### src/rtl/extmem_wr_pkg.sv
package extmem_wr_pkg;
   // which strobe decides when the data bus is driven
   typedef enum logic {
      CTRL_BY_CS = 1'b0,
      CTRL_BY_WE = 1'b1
   } wr_ctrl_e;

   // strobe slot indices inside the sequencer
   localparam int STRB_WE  = 0;
   localparam int STRB_CS  = 1;
   localparam int NUM_STRB = 2;
endpackage

### src/rtl/wr_cycle_ctrl.sv
module wr_cycle_ctrl #(
   parameter int CNT_W  = 6,
   parameter int ADDR_W = 16,
   parameter int DATA_W = 8
) (
   input  logic              clk,
   input  logic              rst_n,
   input  logic [CNT_W-1:0]  cycle_len,
   input  logic              cfg_err,
   input  logic              req_valid,
   output logic              req_ready,
   input  logic [ADDR_W-1:0] req_addr,
   input  logic [DATA_W-1:0] req_data,
   output logic              busy,
   output logic [CNT_W-1:0]  cnt,
   output logic [ADDR_W-1:0] addr_q,
   output logic [DATA_W-1:0] data_q
);
   localparam logic [CNT_W-1:0] ONE = {{(CNT_W-1){1'b0}}, 1'b1};

   logic              busy_q;
   logic [CNT_W-1:0]  cnt_q;
   logic              last;
   logic              accept;

   assign last      = busy_q && (cnt_q == cycle_len - ONE);
   assign req_ready = !cfg_err && (!busy_q || last);
   assign accept    = req_valid && req_ready;

   always_ff @(posedge clk) begin
      if (!rst_n) begin
         busy_q <= 1'b0;
         cnt_q  <= '0;
         addr_q <= '0;
         data_q <= '0;
      end else if (accept) begin
         busy_q <= 1'b1;
         cnt_q  <= '0;
         addr_q <= req_addr;
         data_q <= req_data;
      end else if (last) begin
         busy_q <= 1'b0;
         cnt_q  <= '0;
      end else if (busy_q) begin
         cnt_q  <= cnt_q + ONE;
      end
   end

   assign busy = busy_q;
   assign cnt  = cnt_q;

   // cycle ends after exactly cycle_len clocks when nothing follows
   assert_len_R1: assert property (@(posedge clk) disable iff (!rst_n)
      (last && !req_valid) |=> !busy_q);

   // a request on the final clock starts the next cycle at once
   assert_no_gap_R3: assert property (@(posedge clk) disable iff (!rst_n)
      (last && accept) |=> (busy_q && cnt_q == '0));

   // address and data frozen inside a cycle
   assert_addr_hold_R7: assert property (@(posedge clk) disable iff (!rst_n)
      (busy_q && cnt_q != '0) |-> ($stable(addr_q) && $stable(data_q)));

   // an illegal setting never starts a cycle from idle
   assert_refuse_R8: assert property (@(posedge clk) disable iff (!rst_n)
      (cfg_err && !busy_q) |=> !busy_q);
endmodule

### src/rtl/wr_strobe_gen.sv
module wr_strobe_gen #(
   parameter int CNT_W = 6
) (
   input  logic             clk,
   input  logic             rst_n,
   input  logic             active,
   input  logic [CNT_W-1:0] cnt,
   input  logic [CNT_W-1:0] cycle_len,
   input  logic [CNT_W-1:0] setup,
   input  logic [CNT_W-1:0] pulse,
   input  logic             governs,
   output logic             strobe_n,
   output logic             past_setup,
   output logic             bad_cfg
);
   localparam int SUM_W = CNT_W + 1;

   logic [SUM_W-1:0] fall_at;
   logic [SUM_W-1:0] rise_at;
   logic [SUM_W-1:0] len_x;
   logic             in_pulse;

   assign fall_at  = {1'b0, setup};
   assign rise_at  = {1'b0, setup} + {1'b0, pulse};
   assign len_x    = {1'b0, cycle_len};
   assign in_pulse = ({1'b0, cnt} >= fall_at) && ({1'b0, cnt} < rise_at);

   assign strobe_n   = !(active && in_pulse);
   assign past_setup = active && (cnt >= setup);

   // zero pulse, overrun of the cycle, or no edge margin on the governing strobe
   assign bad_cfg = (pulse == '0)
                 || (rise_at > len_x)
                 || (governs && (setup == '0) && (rise_at == len_x));

   // strobe is never low before its own setup has elapsed
   assert_setup_first_R2: assert property (@(posedge clk) disable iff (!rst_n)
      !strobe_n |-> past_setup);
endmodule

### src/rtl/extmem_wr_seq.sv
module extmem_wr_seq
   import extmem_wr_pkg::*;
#(
   parameter int CNT_W  = 6,
   parameter int ADDR_W = 16,
   parameter int DATA_W = 8
) (
   input  logic              clk,
   input  logic              rst_n,
   input  logic [CNT_W-1:0]  cfg_cycle,
   input  logic [CNT_W-1:0]  cfg_we_setup,
   input  logic [CNT_W-1:0]  cfg_we_pulse,
   input  logic [CNT_W-1:0]  cfg_cs_setup,
   input  logic [CNT_W-1:0]  cfg_cs_pulse,
   input  logic              cfg_we_ctrl,
   input  logic              req_valid,
   output logic              req_ready,
   input  logic [ADDR_W-1:0] req_addr,
   input  logic [DATA_W-1:0] req_data,
   output logic [ADDR_W-1:0] mem_addr,
   output logic [DATA_W-1:0] mem_dout,
   output logic              mem_doe,
   output logic              mem_we_n,
   output logic              mem_cs_n,
   output logic              cfg_err
);
   initial begin
      assert (CNT_W >= 2)  else $error("CNT_W must be at least 2");
      assert (ADDR_W >= 1) else $error("ADDR_W must be at least 1");
      assert (DATA_W >= 1) else $error("DATA_W must be at least 1");
   end

   wr_ctrl_e         ctrl_sel;
   logic             busy;
   logic [CNT_W-1:0] cnt;

   logic [CNT_W-1:0] setup_a  [NUM_STRB];
   logic [CNT_W-1:0] pulse_a  [NUM_STRB];
   logic             gov_a    [NUM_STRB];
   logic             strb_n_a [NUM_STRB];
   logic             win_a    [NUM_STRB];
   logic [NUM_STRB-1:0] bad_v;

   assign ctrl_sel         = wr_ctrl_e'(cfg_we_ctrl);
   assign setup_a[STRB_WE] = cfg_we_setup;
   assign pulse_a[STRB_WE] = cfg_we_pulse;
   assign gov_a[STRB_WE]   = (ctrl_sel == CTRL_BY_WE);
   assign setup_a[STRB_CS] = cfg_cs_setup;
   assign pulse_a[STRB_CS] = cfg_cs_pulse;
   assign gov_a[STRB_CS]   = (ctrl_sel == CTRL_BY_CS);

   for (genvar s = 0; s < NUM_STRB; s++) begin : g_strb
      wr_strobe_gen #(.CNT_W(CNT_W)) u_strb (
         .clk       (clk),
         .rst_n     (rst_n),
         .active    (busy),
         .cnt       (cnt),
         .cycle_len (cfg_cycle),
         .setup     (setup_a[s]),
         .pulse     (pulse_a[s]),
         .governs   (gov_a[s]),
         .strobe_n  (strb_n_a[s]),
         .past_setup(win_a[s]),
         .bad_cfg   (bad_v[s])
      );
   end

   assign cfg_err = |bad_v;

   wr_cycle_ctrl #(.CNT_W(CNT_W), .ADDR_W(ADDR_W), .DATA_W(DATA_W)) u_ctrl (
      .clk       (clk),
      .rst_n     (rst_n),
      .cycle_len (cfg_cycle),
      .cfg_err   (cfg_err),
      .req_valid (req_valid),
      .req_ready (req_ready),
      .req_addr  (req_addr),
      .req_data  (req_data),
      .busy      (busy),
      .cnt       (cnt),
      .addr_q    (mem_addr),
      .data_q    (mem_dout)
   );

   assign mem_we_n = strb_n_a[STRB_WE];
   assign mem_cs_n = strb_n_a[STRB_CS];
   assign mem_doe  = (ctrl_sel == CTRL_BY_WE) ? win_a[STRB_WE] : win_a[STRB_CS];

   assert_idle_high_R4: assert property (@(posedge clk) disable iff (!rst_n)
      !busy |-> (mem_we_n && mem_cs_n && !mem_doe));

   assert_doe_we_R5: assert property (@(posedge clk) disable iff (!rst_n)
      (ctrl_sel == CTRL_BY_WE && !mem_we_n) |-> mem_doe);

   assert_doe_cs_R6: assert property (@(posedge clk) disable iff (!rst_n)
      (ctrl_sel == CTRL_BY_CS && !mem_cs_n) |-> mem_doe);
endmodule

### config.mk
export PLATFORM = sky130hd
export DESIGN_NAME = extmem_wr_seq
export DESIGN_NICKNAME = d
export VERILOG_FILES = /design/src/rtl/extmem_wr_pkg.sv /design/src/rtl/wr_cycle_ctrl.sv /design/src/rtl/wr_strobe_gen.sv /design/src/rtl/extmem_wr_seq.sv
export SDC_FILE = /design/constraint.sdc
export NUM_CORES = 1
export LEC_CHECK = 0
export ABC_AREA = 0
export BUFFER_PORTS_ARGS = -buffer_cell sky130_fd_sc_hd__buf_2
export CAP_MARGIN = 25
export CELL_PAD_IN_SITES_DETAIL_PLACEMENT = 0
export CELL_PAD_IN_SITES_GLOBAL_PLACEMENT = 1
export CORE_UTILIZATION = 42
export CTS_CLUSTER_DIAMETER = 150
export CTS_CLUSTER_SIZE = 40
export DETAILED_ROUTE_END_ITERATION = 7
export HOLD_SLACK_MARGIN = 0.03
export PLACE_DENSITY = 0.94
export SYNTH_ARGS = -nofsm -noshare
export SYNTH_HDL_FRONTEND = slang
export SYNTH_HIERARCHICAL = 1
export SYNTH_SLANG_ARGS = --single-unit
export TNS_END_PERCENT = 5
### constraint.sdc
create_clock -name clk -period 14.1 [get_ports clk]
set_clock_uncertainty 0.15 [all_clocks]
set_input_delay 3.525 -clock clk [delete_from_list [all_inputs] [get_ports clk]]
set_output_delay 3.525 -clock clk [all_outputs]
set_load 0.05 [all_outputs]
==> summary.md, run 1 <==
The flow ran to the end, and the final reports show no timing, DRC or antenna violations. The initial DRC count was 83. The total CTS buffers was 5.

The worst hold path belongs to the class flop to flop. The floorplan has 30 rows. In this run the post-CTS setup repair buffer count came out at 0. Setup repair after global routing left no endpoint under its margin. After clock tree synthesis, the repair step resized 0 gates. In the layout the commonest cells are sky130_fd_sc_hd__buf_2 (86), sky130_fd_sc_hd__nand2_1 (60), sky130_fd_sc_hd__ha_1 (44).

The top fanout value on the critical path is 6, and the post-synthesis instance total is 366. For this design, the slowest cell found on the critical path is sky130_fd_sc_hd__ha_1. The clock-pin transition on the worst setup and hold timing paths is 0.07 ns, and the initial antenna violation count is 0. Setup violations remaining at the end of the flow were counted as 0. The tools report the top achievable clock speed as 0.0974 GHz. The startpoint identified for the worst hold timing path is u_ctrl/data_q[1]. The endpoint identified for the worst register-to-register timing path is u_ctrl/data_q[2]. For the worst flop-to-flop path, the logic depth is 6. Dividing the synthesized area by the synthesized cell count gives 8.38 µm². The critical path goes through buf_2 > ha_1 > a21o_1 > a21oi_1 > o21bai_1 > a21oi_1 > xnor2_1 > ha_1 > nand4b_1 > a211o_1 > o211ai_1 > and3_1 > a31oi_1 > or2_2 > nor2_1 > buf_2. The power density relative to cell area is 81.7 nW/µm². Of the available clock period, the critical path in the final layout requires 72.8%. The final count of hold timing violations is 0. At the end of the flow, the number of nets in the layout was 551.

The total die area came out at 7650 µm². The slew of the pin with the lowest slew margin was 0.847 ns; the finished layout cell area was 3640 µm². The highest cell delay on the worst timing path is 0.36 ns, and the fraction of the core area covered by cells at the end of the flow is 52.6%. Counting along the longest clock path gives a buffer depth of 2. Synthesis inferred 31 register bits. The most common cell after layout, fill and taps aside is sky130_fd_sc_hd__buf_2.

The run gives 297 µW as the total chip power. The worst register-to-register path begins at u_ctrl/cnt[5]. The run gives 6 as the yosys synthesis warning count. The critical path in this run is classified as primary input to primary output. In this run, post-CTS hold repair placed 0 buffers. Across every metal layer, demand over resource in global routing totals 20.1%. Routability-driven placement finished with a final weighted congestion of 0.829. The tools report the root cell of the clock tree as sky130_fd_sc_hd__clkbuf_8.

Counting instances, the worst hold path has a depth of 2. TritonCTS built the clock tree. Once detailed placement completed, the half-perimeter wirelength came to 5810 µm.

The critical path buffer and inverter count was 2. Number of port buffers: 86. The logs give 0.305 ns for the smallest hold slack and 10.43 ns for the required time at the endpoint of the critical path.

Before CTS, the worst setup slack after placement is 3.83 ns. Overall routed net length: 7310 µm. Leaving out filler cells and counting taps, the final layout contains 543.

The area growth from synthesis to layout is 18.6%. The placed instances occupy a cell area of 3530 µm². The detail route stage leaves a number of antenna-violating nets equal to 0. The first-pass detailed-route iteration total is 4, and the global-route wire length before repair is 12200 µm.

The kind of capture point of the worst setup path is a primary output. For the DRC violation count after routing, the log shows 0. The routed design could run at a clock period as short as 10.27 ns.

For this configuration, the core starts out at a cell density of 44.4%. For the aggregate global routing overflow, the log shows 0. STA puts the critical path data arrival time at 6.59 ns. The logs give 0 for the antenna diode count and 3.83 ns for the final worst-path setup slack. Counting flops with a built-in enable in the synthesized netlist gives 0.

Dividing the detail-routed wire length by the instance count gives 13.5 µm. The detailed-route vias per instance was 5.16; the maximum vdd drop was 68.7 µV. The tools report the pin count of the biggest net entering global routing as 54.

The end point of the most critical hold path is u_ctrl/data_q[1]. The logs give 59 for the distinct cell type count of the synthesized netlist and 11.62 ns for the slack of the worst reg-to-reg path. The via count of the first global-routing pass came out at 2616. In this run the count of I/O pins placed on the die edge is 87. The share of async-settable or async-resettable flops after synthesis works out to 0%. The max-cap violation count was 0; the reported leakage power was 1.76 nW. The fraction of final layout cells with drive strength greater than 1 came out at 24.8%.

Across all layers, the routed design uses 2800 vias. The share of the yosys chip area belonging to registers was 20.2%; the worst-skew pair later-pin latency was 0.28 ns. From bottom edge to top edge, the die measures 87.5 µm. Among all flip-flop cells after synthesis, the most frequent one is sky130_fd_sc_hd__dfxtp_1.

The run gives 536 as the cell count after placement. In this run the horizontal extent of the chip is 87.5 µm. Clock tree synthesis found a total of 31 sinks. The sort of element at the start of the critical path was a primary input.

The H-tree generated during clock tree synthesis spans 2 levels. The cell type group with the largest total delay on the critical path is compound AO/OA/AOI/OAI gates. The total area inside the core boundary comes to 6910 µm². In this run the tightest slew margin relative to its limit is 43.6%. Max-slew violation count: 0. The total negative slack for setup checks came out at 0 ns. After synthesis the cells add up to 3070 µm². The number of nets in the synthesized netlist is 470.
==> flip-flops by register name, summed over array words and instances, names as in the netlist <==
register	flops
u_ctrl/busy	1
u_ctrl/addr_q	16
u_ctrl/cnt	6
u_ctrl/data_q	8
==> power breakdown <==
part           total [mW]  internal (mW)  switching [mW]
logic               0.118         0.0461          0.0721
registers          0.0960         0.0922         0.00377
clock network      0.0830         0.0517          0.0313
total               0.297          0.190           0.107
==> synthesized netlist by cell type (2+ instances only) <==
cell type	number	area, µm²
sky130_fd_sc_hd__a211o_1	2	17.5
sky130_fd_sc_hd__a211oi_1	8	60.1
sky130_fd_sc_hd__a211oi_2	4	50.1
sky130_fd_sc_hd__a21o_1	6	45.0
sky130_fd_sc_hd__a21oi_1	12	60.1
sky130_fd_sc_hd__a31o_1	2	17.5
sky130_fd_sc_hd__and3_1	4	25.0
sky130_fd_sc_hd__buf_12	2	40.0
sky130_fd_sc_hd__buf_2	2	10.0
sky130_fd_sc_hd__clkbuf_1	8	30.0
sky130_fd_sc_hd__dfxtp_1	31	621
sky130_fd_sc_hd__fa_1	2	40.0
sky130_fd_sc_hd__ha_1	44	551
sky130_fd_sc_hd__inv_1	39	146
sky130_fd_sc_hd__mux2i_1	24	240
sky130_fd_sc_hd__nand2_1	60	225
sky130_fd_sc_hd__nand2b_1	6	37.5
sky130_fd_sc_hd__nand3_1	3	15.0
sky130_fd_sc_hd__nand4_1	6	37.5
sky130_fd_sc_hd__nand4b_1	2	17.5
sky130_fd_sc_hd__nor2_1	10	37.5
sky130_fd_sc_hd__nor2b_1	6	37.5
sky130_fd_sc_hd__nor4b_1	2	17.5
sky130_fd_sc_hd__o211ai_1	4	30.0
sky130_fd_sc_hd__o21a_1	8	60.1
sky130_fd_sc_hd__o21ai_0	7	35.0
sky130_fd_sc_hd__o21ai_1	2	10.0
sky130_fd_sc_hd__o21bai_1	6	45.0
sky130_fd_sc_hd__o31ai_1	3	22.5
sky130_fd_sc_hd__or2_1	2	12.5
sky130_fd_sc_hd__or2_2	2	12.5
sky130_fd_sc_hd__or4_4	2	22.5
sky130_fd_sc_hd__xnor2_1	12	105
sky130_fd_sc_hd__xor2_1	8	70.1
==> how the worst max path moves through the flow <==
| stage | slack, ns | cells past startpoint | end | from |
|---|---|---|---|---|
| finish | 3.83 | 16 | req_ready | cfg_cs_setup[1] |
| CTS | 3.81 | 16 | req_ready | cfg_cs_setup[1] |
| global route | 3.56 | 16 | req_ready | cfg_cs_setup[1] |
| floorplan | 3.72 | 14 | req_ready | cfg_cs_setup[1] |
| detailed placement | 3.83 | 16 | req_ready | cfg_cs_setup[1] |
| global placement | 3.87 | 16 | req_ready | cfg_cs_setup[1] |
==> layer usage <==
layer / vias to the layer above / global-route usage, % / share of wire [%]
met4: 0 / 5.81 / 1.1
met1: 1275 / 26.4 / 48
met5: - / 0 / 0
met3: 9 / 2.75 / 3.0
met2: 62 / 33.9 / 48
li1: 1454 / - / -
==> kinds of logic (layout without fill, tap and decap cells) <==
kind of cell	after synthesis	in the layout	share of synthesized area [%]
mux	25	25	8.32
simple gates	113	113	19.3
fa+ha+maj	47	47	19.6
buf+inv	52	133	7.75
flops	31	31	20.2
xor+xnor	20	20	5.71
compound gates	78	78	19.1
==> tightest hold or removal path: cells and delay by family (launching register included) <==
family / cells / cell delay [ns]
mux: 1 / 0.05
flops: 1 / 0.31
simple gates: 1 / 0.05
==> layout make-up <==
class / count / area, µm²
timing repair buffer: 87 / 438
inverter: 39 / 146
clock buffer: 6 / 72.6
sequential: 31 / 621
clock inverter: 1 / 30.0
fill: 693 / 3270
tap: 96 / 120
multi-input combinational: 283 / 2210
Note: power is estimated with default switching activity, not from simulation.
==> run 2, diff against run 1 <==
--- a/config.mk
+++ b/config.mk
@@ -10,12 +10,12 @@
 export CAP_MARGIN = 25
 export CELL_PAD_IN_SITES_DETAIL_PLACEMENT = 0
 export CELL_PAD_IN_SITES_GLOBAL_PLACEMENT = 1
-export CORE_UTILIZATION = 42
+export CORE_UTILIZATION = 35
 export CTS_CLUSTER_DIAMETER = 150
 export CTS_CLUSTER_SIZE = 40
 export DETAILED_ROUTE_END_ITERATION = 7
 export HOLD_SLACK_MARGIN = 0.03
-export PLACE_DENSITY = 0.94
+export PLACE_DENSITY = 0.84
 export SYNTH_ARGS = -nofsm -noshare
 export SYNTH_HDL_FRONTEND = slang
 export SYNTH_HIERARCHICAL = 1
==> constraint.sdc (replaced) <==
create_clock -name clk -period 9.3 [get_ports clk]
set_clock_uncertainty 0.15 [all_clocks]
set_input_delay 2.325 -clock clk [delete_from_list [all_inputs] [get_ports clk]]
set_output_delay 2.325 -clock clk [all_outputs]
set_load 0.05 [all_outputs]
==> run 2 against run 1 <==
Effect of this change: flip-flop and latch count is the same; via count grew 1.1%; total power grew 49%; utilization shrank 8.9 points; sequential share of layout area is essentially flat; first-iteration DRC count grew 130%; global-route usage shrank 2.5 points; clock power grew 40%; combinational power grew 54%; critical path depth is the same; setup slack lost 2.5 ns; cell count grew 1.8%; largest power group unchanged; highest routed layer unchanged.
==> summary.md, run 2 (synthesized netlist as in run 1, its figures left out) <==
The run gives 621 µm² (unchanged) as the combined flip-flop and latch cell area. The number of port buffers was 86 (unchanged); the number of setup violations in the final report was 0 (unchanged). Worst-skew pair later-pin latency: 0.28 ns (about the same).

The highest cell delay on the worst timing path was 0.37 ns (about the same); the part of the total power dissipated in the clock network was 26.1% (-1.8 points). Leaving out fill and tap cells, the most frequent cell in the layout is sky130_fd_sc_hd__buf_2. The flow ran to the end, and the final reports show no timing, DRC or antenna violations. The starting density of the core is 36.8% (-7.6 points). The tools report the area of the core region as 8340 µm² (+21%).

The slew of the pin with the lowest slew margin is 0.829 ns (-0.0172 ns), and the area added between synthesis and finish is 18.8%. The headroom to the max-slew limit was 44.7% (+1.1 points); the post-cts gate resize count was 0 (unchanged). The top achievable clock speed is 0.126 GHz, and the critical path buffer and inverter count is 2 (unchanged).

The flip-flop count of the largest register after layout is 16 (unchanged). For this design, the slowest cell found on the critical path is sky130_fd_sc_hd__ha_1. The tools report the count of fill cells added during filler insertion as 849 (+23%). The final weighted congestion in routability-driven placement is 0.878 (+5.9%). The post-detailed-placement half-perimeter wirelength was 6110 µm (+5.2%); the global-route wire length before repair was 12700 µm (+3.7%). The pin count of the biggest net entering global routing came out at 54 (unchanged).

The die height is 95.6 µm (+9.3%). For the DRC violation count after routing, the log shows 0 (unchanged). The top cell types in the final layout, fill and taps aside, are sky130_fd_sc_hd__buf_2 (86), sky130_fd_sc_hd__nand2_1 (60), sky130_fd_sc_hd__ha_1 (44). The largest register by flop count is u_ctrl/addr_q.

The logic gate share of total power was 41.1% (+1.3 points). The kind of cell with the highest combined delay along the critical path is compound AO/OA/AOI/OAI gates. The run gives 0 (unchanged) as the max-slew violation count.

The final count of hold timing violations was 0 (unchanged). The number of sinks handled by clock tree synthesis was 31 (unchanged); the maximum vdd drop was 84.5 µV (+23%). The sequential power share was 32.8% (+0.5 points). The quantity of hold-fixing buffers added after cts was 0 (unchanged); the required time at the endpoint of the critical path was 6.83 ns (-3.60 ns).

The internal power is 278 µW (+46%), and the slack of the worst reg-to-reg path is 6.73 ns (-4.89 ns). The total die area was 9140 µm² (+20%). The top fanout value on the critical path came out at 6 (unchanged). For the total negative slack for setup checks, the log shows 0 ns (unchanged). Path class of the lowest-slack min-delay path: flop to flop. The tools report the deepest clock path buffer count as 2 (unchanged).

The tools report the total via count after detailed routing as 2831 (+1.1%). The startpoint identified for the worst hold timing path is u_ctrl/addr_q[0]. Switching power as a share of total power: 37.5% (+1.4 points). The run gives 87 (unchanged) as the top-level port count.

Dividing the final minimum period by the clock period gives 85.5%. The global-route usage over all layers was 17.6% (-2.5 points). The run gives 166 µW (+55%) as the net switching power.

The cell sitting at the root of the clock tree is a sky130_fd_sc_hd__clkbuf_8. Count of nets left with antenna violations after detail routing: 0 (unchanged). The detail-routed net length per standard cell is 14.0 µm (+3.9%), and the first-pass detailed-route iteration total is 4 (unchanged). The tools report the combined area of the multi-input logic cells as 2210 µm² (unchanged).

Setup repair after global routing left no endpoint under its margin. The detailed-route vias per instance came out at 5.12 (-0.72%). The logs give 189 (+130%) for the initial DRC count and 0 (unchanged) for the setup fix buffers added after clock tree synthesis.

The H-tree depth is 2 (unchanged). The startpoint identified for the worst register-to-register timing path is u_ctrl/cnt[5]. The total chip power came out at 444 µW (+49%). Traced cell by cell, the critical path runs through buf_2 > ha_1 > a21o_1 > a21oi_1 > o21bai_1 > a21oi_1 > xnor2_1 > ha_1 > nand4b_1 > a211o_1 > o211ai_1 > and3_1 > a31oi_1 > or2_2 > nor2_1 > buf_2.

Antenna diode count: 0 (unchanged). TritonCTS built the clock tree. The aggregate global routing overflow was 0 (unchanged). The critical path is of the primary input to primary output type. The max-cap violation count was 0 (unchanged). The kind of capture point of the worst setup path is a primary output. The count of cell instances traversed by the critical path is 16 (unchanged).

The power density relative to cell area came out at 122 nW/µm² (+49%). The depth of the worst hold-timing path works out to 2 (unchanged). After layout, the minimum clock period comes to 7.95 ns.

The overall routed net length is 7740 µm (+5.8%), and the fraction of final layout cells with drive strength greater than 1 is 25.0% (+0.17 points). The initial antenna violation count is 0 (unchanged), and the length in cells of the worst reg-to-reg path is 6 (unchanged). The tools report the floorplan row count as 33 (+10%). The via count of the first global-routing pass was 2765 (+5.7%); the total CTS buffers was 5 (unchanged). Clock-pin transition on the worst setup and hold timing paths: 0.06 ns (about the same). In this run the critical register-to-register path is captured at u_ctrl/addr_q[15].

The worst setup path is launched from a primary input. The tools report the post-layout net count as 551 (unchanged). The reported leakage power came out at 1.76 nW (about the same). The path with the worst hold slack has its endpoint at u_ctrl/addr_q[0].

The endpoint arrival time on the critical path is 5.47 ns (-1.12 ns), and the die extent in x is 95.6 µm (+9.3%).
[run 2: cell type report]
| cell class | instances | share of cell area, % |
|---|---|---|
| clock buffer | 8 | 2.75 |
| tap | 105 | 3.60 |
| multi-input combinational | 283 | 60.6 |
| inverter | 39 | 4.02 |
| sequential | 31 | 17.0 |
| timing repair buffer | 87 | 12.0 |
[run 2: layer usage]
| metal | up-vias | routed length (µm) | global-route usage (%) |
|---|---|---|---|
| met1 | 1295 | 3490 | 21.0 |
| li1 | 1446 | - | - |
| met5 | - | 0 | 0 |
| met4 | 0 | 150 | 5.85 |
| met2 | 74 | 3810 | 31.5 |
| met3 | 16 | 289 | 3.19 |
[run 2: tightest hold or removal path, stage by stage, from the launching register on]
cell and delay (ns):
sky130_fd_sc_hd__dfxtp_1 0.31, sky130_fd_sc_hd__nand2_1 0.05, sky130_fd_sc_hd__mux2i_1 0.05
[run 2: worst max path at each step]
| stage | startpoint | endpoint | slack (ns) |
|---|---|---|---|
| after floorplan | cfg_cs_setup[1] | req_ready | 1.32 |
| after global placement | cfg_cs_setup[1] | req_ready | 1.48 |
| after detailed placement | cfg_cs_setup[1] | req_ready | 1.38 |
| after CTS | cfg_cs_setup[1] | req_ready | 1.37 |
| after global routing | cfg_cs_setup[1] | req_ready | 1.19 |
| final | cfg_cs_setup[1] | req_ready | 1.35 |
[run 2: metrics by stage]
step	util [%]	worst slack (ns)	hold WS, ns	instances	area, µm²
detailed placement	42.5	1.38	0.296	545	3540
global placement	42.5	1.48	0.290	545	3540
global route	43.7	1.19	0.325	553	3640
CTS	43.7	1.37	0.306	553	3640
finish	43.7	1.35	0.303	553	3640
floorplan	-	1.32	0.451	366	3070
[run 2: power by group through the flow]
stage               Clock, mW  Sequential, mW  Combinational [mW]
floorplan                   0           0.168               0.116
global placement            0           0.148               0.177
CTS                     0.118           0.146               0.182
detailed placement          0           0.149               0.181
finish                  0.116           0.146               0.182
global route            0.126           0.147               0.199
